==> config.mk <==
export PLATFORM = sky130hd
export DESIGN_NAME = fp_mul_r256
export DESIGN_NICKNAME = d
export VERILOG_FILES = /design/src/rtl/fp_mul_r256.sv
export SDC_FILE = /design/constraint.sdc
export NUM_CORES = 2
export LEC_CHECK = 0
export ABC_CLOCK_PERIOD_IN_PS = 17200
export BUFFER_PORTS_ARGS = -buffer_cell sky130_fd_sc_hd__buf_2
export CAP_MARGIN = 20
export CORE_ASPECT_RATIO = 0.75
export CORE_MARGIN = 2
export CORE_UTILIZATION = 30
export DETAILED_ROUTE_END_ITERATION = 16
export GPL_TIMING_DRIVEN = 0
export PLACE_DENSITY = 0.43
export SYNTH_ARGS = -nofsm -noshare
export SYNTH_HDL_FRONTEND = slang
export SYNTH_SLANG_ARGS = --single-unit
==> constraint.sdc <==
create_clock -name clk -period 17.2 [get_ports clk]
set_input_delay 2.58 -clock clk [delete_from_list [all_inputs] [get_ports clk]]
set_output_delay 2.58 -clock clk [all_outputs]
set_load 0.02 [all_outputs]
==> src/rtl/fp_mul_r256.sv <==
module fp_mul_r256 #(
  parameter int MW = 48,
  parameter int EW = 15,
  parameter int DW = 8
) (
  input  logic                clk,
  input  logic                rst_n,
  input  logic                start,
  input  logic                rnd,
  input  logic [EW+MW:0]      a,
  input  logic [EW+MW:0]      b,
  output logic                busy,
  output logic                done,
  output logic [EW+MW:0]      y
);
  localparam int STEPS = MW / DW;
  localparam int CW    = $clog2(STEPS + 1);
  localparam int PW    = 2 * MW;
  localparam int OW    = 1 + EW + MW;

  logic [MW-1:0] mcand, mplier;
  logic [PW-1:0] acc_s, acc_c;
  logic [EW-1:0] ex;
  logic          sg, rnd_q, fin;
  logic [CW-1:0] cnt;

  logic [PW-1:0] mult, pp, prod;
  assign mult = {{(PW-MW){1'b0}}, mcand} * {{(PW-DW){1'b0}}, mplier[DW-1:0]};
  assign pp   = mult << (DW * cnt);
  assign prod = acc_s + acc_c;

  logic          hi, g, ov;
  logic [MW-1:0] m0, mr, mant;
  logic [EW-1:0] ey;
  assign hi   = prod[PW-1];
  assign m0   = hi ? prod[PW-1:MW] : prod[PW-2:MW-1];
  assign g    = hi ? prod[MW-1] : prod[MW-2];
  assign {ov, mr} = {1'b0, m0} + {{MW{1'b0}}, rnd_q & g};
  assign mant = ov ? {1'b1, {(MW-1){1'b0}}} : mr;
  assign ey   = ex - {{(EW-1){1'b0}}, ~hi} + {{(EW-1){1'b0}}, ov};

  always_ff @(posedge clk) begin
    if (!rst_n) begin
      busy <= 1'b0; done <= 1'b0; fin <= 1'b0; cnt <= '0;
      mcand <= '0; mplier <= '0; acc_s <= '0; acc_c <= '0;
      ex <= '0; sg <= 1'b0; rnd_q <= 1'b0; y <= '0;
    end else begin
      done <= 1'b0;
      if (!busy) begin
        if (start) begin
          busy   <= 1'b1;
          fin    <= 1'b0;
          cnt    <= '0;
          mcand  <= a[MW-1:0];
          mplier <= b[MW-1:0];
          acc_s  <= '0;
          acc_c  <= '0;
          ex     <= a[OW-2:MW] + b[OW-2:MW];
          sg     <= a[OW-1] ^ b[OW-1];
          rnd_q  <= rnd;
        end
      end else if (!fin) begin
        acc_s  <= acc_s ^ acc_c ^ pp;
        acc_c  <= ((acc_s & acc_c) | (acc_s & pp) | (acc_c & pp)) << 1;
        mplier <= mplier >> DW;
        cnt    <= cnt + 1'b1;
        fin    <= (cnt == CW'(STEPS - 1));
      end else begin
        y    <= {sg, ey, mant};
        done <= 1'b1;
        busy <= 1'b0;
        fin  <= 1'b0;
      end
    end
  end
endmodule

* Word-level counts from Yosys, hierarchy flattened
Index checks and enable logic that the tools add are counted.
Word-level totals: register bits 375, latch bits 0, memory bits (writable) 0, ROM bits 0, input bits 132, output and inout port bits 66, memories kept 0
Cells by class: add/subtract/negate cells 6, multiply operators 1, div/mod/pow operators 0, $lt $le $gt $ge 0, equal/unequal tests 2, shifts and indexed selects 1, mux-type cells 21, bitwise gates (word level) 11, reduce and logical (&&, ||, !) cells 5
Operator list (number):
- 96-bit two-way mux | 5
- 95-bit AND | 3
- 48-bit two-way mux | 5
- 96-bit bitwise XOR | 2
- 95-bit bitwise OR | 2
- 96-bit adder | 1
- 56-bit by 6-bit left shift with 96-bit output | 1
- 48-bit by 8-bit multiplier with 56-bit output | 1
- 48-bit by 1-bit adder with 49-bit output | 1
- 15-bit by 1-bit adder with 15-bit output | 1
- 15-bit adder | 1
- 15-bit by 1-bit subtractor with 15-bit output | 1
- 3-bit two-way mux | 3
- 1-bit two-way mux | 8
- 2-bit AND reduction | 4
- 3-bit by 1-bit adder with 3-bit output, second input constant | 1
- 3-bit equality test, second input constant | 1
- 2-bit != test, second input constant | 1
- 1-bit NOT | 2
- 2-bit nonzero test | 1
- 1-bit AND | 1
- 1-bit bitwise XOR | 1

* Logic depth before layout (Yosys ltp)
depth after elaboration 7, depth in mapped cells 46, gate-level depth less buffers 40

* Worst setup path after synthesis
OpenSTA, ideal clock, no wires.
path kind register to register, from register acc_s[35], to register y[62], library setup time 125 ps, arrival 8720 ps, required time 17075 ps, setup slack 8354 ps, cell stages (with the launch flop) 47, cells stage by stage dfxtp_1 > ha_1 > buf_2 > and4_4 > and2_1 > a22oi_1 > o211ai_2 > a22o_1 > o21a_1 > o21ai_1 > nand3_2 > inv_1 > clkbuf_1 > clkbuf_1 > clkbuf_1 > clkbuf_1 > buf_1 > nand2_1 > [11 not listed] > inv_1 > ha_1 > fa_1 > a21oi_1 > nor2_1 > nor2_1 > o21bai_1 > a21oi_1 > o21bai_1 > a21oi_1 > o21bai_1 > a21oi_1 > o21bai_1 > a21oi_1 > o21bai_1 > a21oi_1 > xnor2_1 > o21ai_0
On the way: longest elaborated chain between the ends 5
RTL lines:
- from (decl) | line 22 | logic [PW-1:0] acc_s, acc_c;
- from (signal assigned) | line 63 | acc_s <= acc_s ^ acc_c ^ pp;
- 96-bit adder * | line 30 | assign prod = acc_s + acc_c;
- 1-bit two-way mux | line 37 | assign g = hi ? prod[MW-1] : prod[MW-2];
- 1-bit AND | line 38 | assign {ov, mr} = {1'b0, m0} + {{MW{1'b0}}, rnd_q & g};
- 48-bit by 1-bit adder with 49-bit output | line 38
- 15-bit by 1-bit adder with 15-bit output * | line 40 | assign ey = ex - {{(EW-1){1'b0}}, ~hi} + {{(EW-1){1'b0}}, ov};
- to (signal assigned) | line 69 | y <= {sg, ey, mant};
- to (decl) | line 14 | output logic [EW+MW:0] y
Every way passes the cells marked *; elsewhere a longest branch is shown, timed or not. A chain may end at the register's enable or synchronous reset.

* Final worst setup path
from register acc_c[28], to register y[62]
On the way: longest elaborated chain between the ends 5
RTL lines:
- from (decl) | line 22
- from (signal assigned) | line 64 | acc_c <= ((acc_s & acc_c) | (acc_s & pp) | (acc_c & pp)) << 1;
- 96-bit adder * | line 30
- 1-bit two-way mux | line 37
- 1-bit AND | line 38
- 48-bit by 1-bit adder with 49-bit output | line 38
- 15-bit by 1-bit adder with 15-bit output * | line 40
Marks and branches as above.

==> flow_summary.ini <==
[clocking]
cts_setup_buffers = 0
clkSlewWorstSetupHoldPaths_ps = 60
cts_root_buf = clkbuf_16
clock_path_buffers = 3
ctsResizeCount = 0
h-tree-depth = 2
ctsHoldBuffers = 0
clk_latency_ps = 670
cts_sinks = 374
cts_inserted_buffers = 50
cts_tree = yes

[power]
power_density_nw_per_um2 = 67.4
p_clk_frac = 0.393
power.internal_w = 0.00184
p_leak_nw = 18.1
p_comb_frac = 0.284
swShare = 0.370
ir_worst_vdd_v = 0.0000689
p_sw_w = 0.00108
pwr-share-seq = 0.323

[placed_design]
portBuffers = 196
pre_cts_ws_ps = 3880
dpl-instance-area_um2 = 41600
place.gp.congestion = 0.943
hpwlAfterDp_mm = 125

[synth]
yosysSeqAreaShare = 0.195
ys_top_cells_by_area = dfxtp_1 20%, fa_1 19%, ha_1 6.6%
ys_warn_count = 0
synth_ff_type = dfxtp_1
async_flop_share = 0
synth_top_area_frac = 0.195
synthCells = 4890
synth_edf_count = 0
syn_area_um2 = 38400
ys_types = 100
yosysTopAreaCell = dfxtp_1
synth-seq-cells = 374
syn_nets = 5598
syn_avg_cell_area_um2 = 7.85

[die]
io_pins = 198
core_um2 = 127000
dieWidth_um = 417
die-area_um2 = 131000
start_util = 0.303
fp-row-count = 113
die_h_um = 314

[cells_and_area]
seq_area_um2 = 7490
syn_to_final_growth_pct = 13.0
final_cell_mix = 550 x nor2_1, 527 x inv_1, 511 x nand2_1
multi_input_area_um2 = 27900
drive_gt1_frac = 0.0705
final_common_cell = nor2_1
fin_nets = 5860
final_cell_area_um2 = 43400
nFillCells = 13600

[sta]
final_max_slew_viol_count = 0
clock.fmax_mhz = 72.5
slew_headroom = 0.209
setup_viol = 0
fin_crit_ps = 13780
worst_slew_pin_slew_ps = 1170
post-route-period-util = 0.801
fin_ws_ps = 3420
skew_ps = 25.4
finalSetupTns_ps = 0
final_hold_viol_count = 0
rsz0062_at_grt = false
hold_slack_ps = 442

[setup_path]
worst-r2r-cell-count = 45
critPathCaptureType = flip-flop
crit_top_cell = a21oi_1
timing.setup.critical_path_class = reg -> reg
critPathRequiredTime_ps = 17720
worst-path-max-fanout = 10
slowest_stage = nor4_2
cp.depth = 45
cp.arrival_ps = 14300
critPathBufInv = 8
critPathMaxStageDelay_ps = 920
critPathLaunchType = flip-flop
cp_top_family = compound AO/OA/AOI/OAI gates

[drt]
wl_met3_mm = 11.0
routed_via_density = 5.21
dr.first_iter.drc_count = 3085
ant_nets = 0
met1_length_mm = 79.8
wirelength_mm = 152
firstDrtPassIters = 5
num_vias = 35700
top_layer = met4
wl_per_cell_um = 22.2
wl_met2_mm = 59.3
remaining_drc_errors = 0

[global_routing]
grt_max_degree = 14
grt-ovfl-total = 0
grt_pass1_wl_mm = 230
track_usage = 0.232
grt_pass1_vias = 35200
antenna_found_initial = 5

[min_path]
hold_depth = 2
hold_class = reg -> reg

[run_status]
outcome = finished clean

[run]
cap_violations = 0
[synthesized netlist by cell type, drive strengths merged, types with 17 or more instances]
cell and n:
inv 530, dfxtp 374, o21bai 35, a21oi 458, o31ai 17, clkbuf 224
a211oi 75, nor2b 20, or3 20, o21ai 170, o21a 30, fa 372
o22ai 30, xnor2 108, mux2i 86, nor2 550, nor4 20, and3 33
nand2b 24, nand3 69, a22oi 58, nand2 512, nand4 64, a31oi 29
a21o 68, buf 32, nor3 66, o211ai 19, ha 204, mux2 21
xor2 49, and2 351
[worst paths after layout]
| kind | from | end | slack, ps |
|---|---|---|---|
| setup / recovery | acc_c[28] | y[62] | 3420 |
| setup reg to reg | acc_c[28] | y[62] | 3420 |
| hold reg to reg | y[39] | y[39] | 440 |
| hold / removal | y[39] | y[39] | 440 |
[cell type report]
cell class | count | share of cell area
antenna | 3 | 0.000173
buffer | 256 | 0.0226
clock buffer | 72 | 0.0340
clock inverter | 17 | 0.00620
inverter | 531 | 0.0459
multi-input combinational | 3729 | 0.644
sequential | 374 | 0.173
tap | 1667 | 0.0481
timing repair buffer | 210 | 0.0268
[registers in the layout (all words and copies together), names as in the netlist]
register and flops:
acc_s 96, acc_c 95, y 64, mcand 48, mplier 48, ex 15
cnt 3, busy 1, done 1, fin 1, rnd_q 1, sg 1
[stage by stage]
stage | utilization | cells | total power (W)
finish | 0.342 | 6859 | 0.00293
global route | 0.342 | 6856 | 0.00308
CTS | 0.342 | 6851 | 0.00295
detailed placement | 0.328 | 6762 | 0.00178
global placement | 0.327 | 6753 | 0.00178
floorplan | - | 4890 | 0.00144
[routing by layer]
metal,up-vias,track usage
met5,-,0
met4,0,0.0386
met3,100,0.0434
met2,1004,0.320
met1,17800,0.370
li1,16800,-
[power by group through the flow]
| stage | clock (W) | sequential [W] | combinational [W] |
|---|---|---|---|
| 2_1_floorplan | 0 | 0.000940 | 0.000502 |
| 3_3_place_gp | 0 | 0.000962 | 0.000816 |
| 3_5_place_dp | 0 | 0.000962 | 0.000818 |
| 4_1_cts | 0.00118 | 0.000943 | 0.000824 |
| 5_1_grt | 0.00122 | 0.000949 | 0.000915 |
| 6_report | 0.00115 | 0.000944 | 0.000832 |
[logic make-up (layout without fill, tap and decap cells)]
logic type | after synthesis | after routing | synth area share
flops | 374 | 374 | 0.195
other cells | 0 | 3 | 0
compound gates | 1104 | 1104 | 0.180
buf+inv | 787 | 1086 | 0.0775
xor+xnor | 157 | 157 | 0.0358
mux | 108 | 108 | 0.0292
fa+ha+maj | 576 | 576 | 0.260
simple gates | 1784 | 1784 | 0.222
[worst min-delay path, stage by stage, from the launching register on]
cell and delay (ps):
dfxtp_1 300, nand2_1 50, o21ai_1 50
Note: power is estimated with default switching activity, not from simulation.
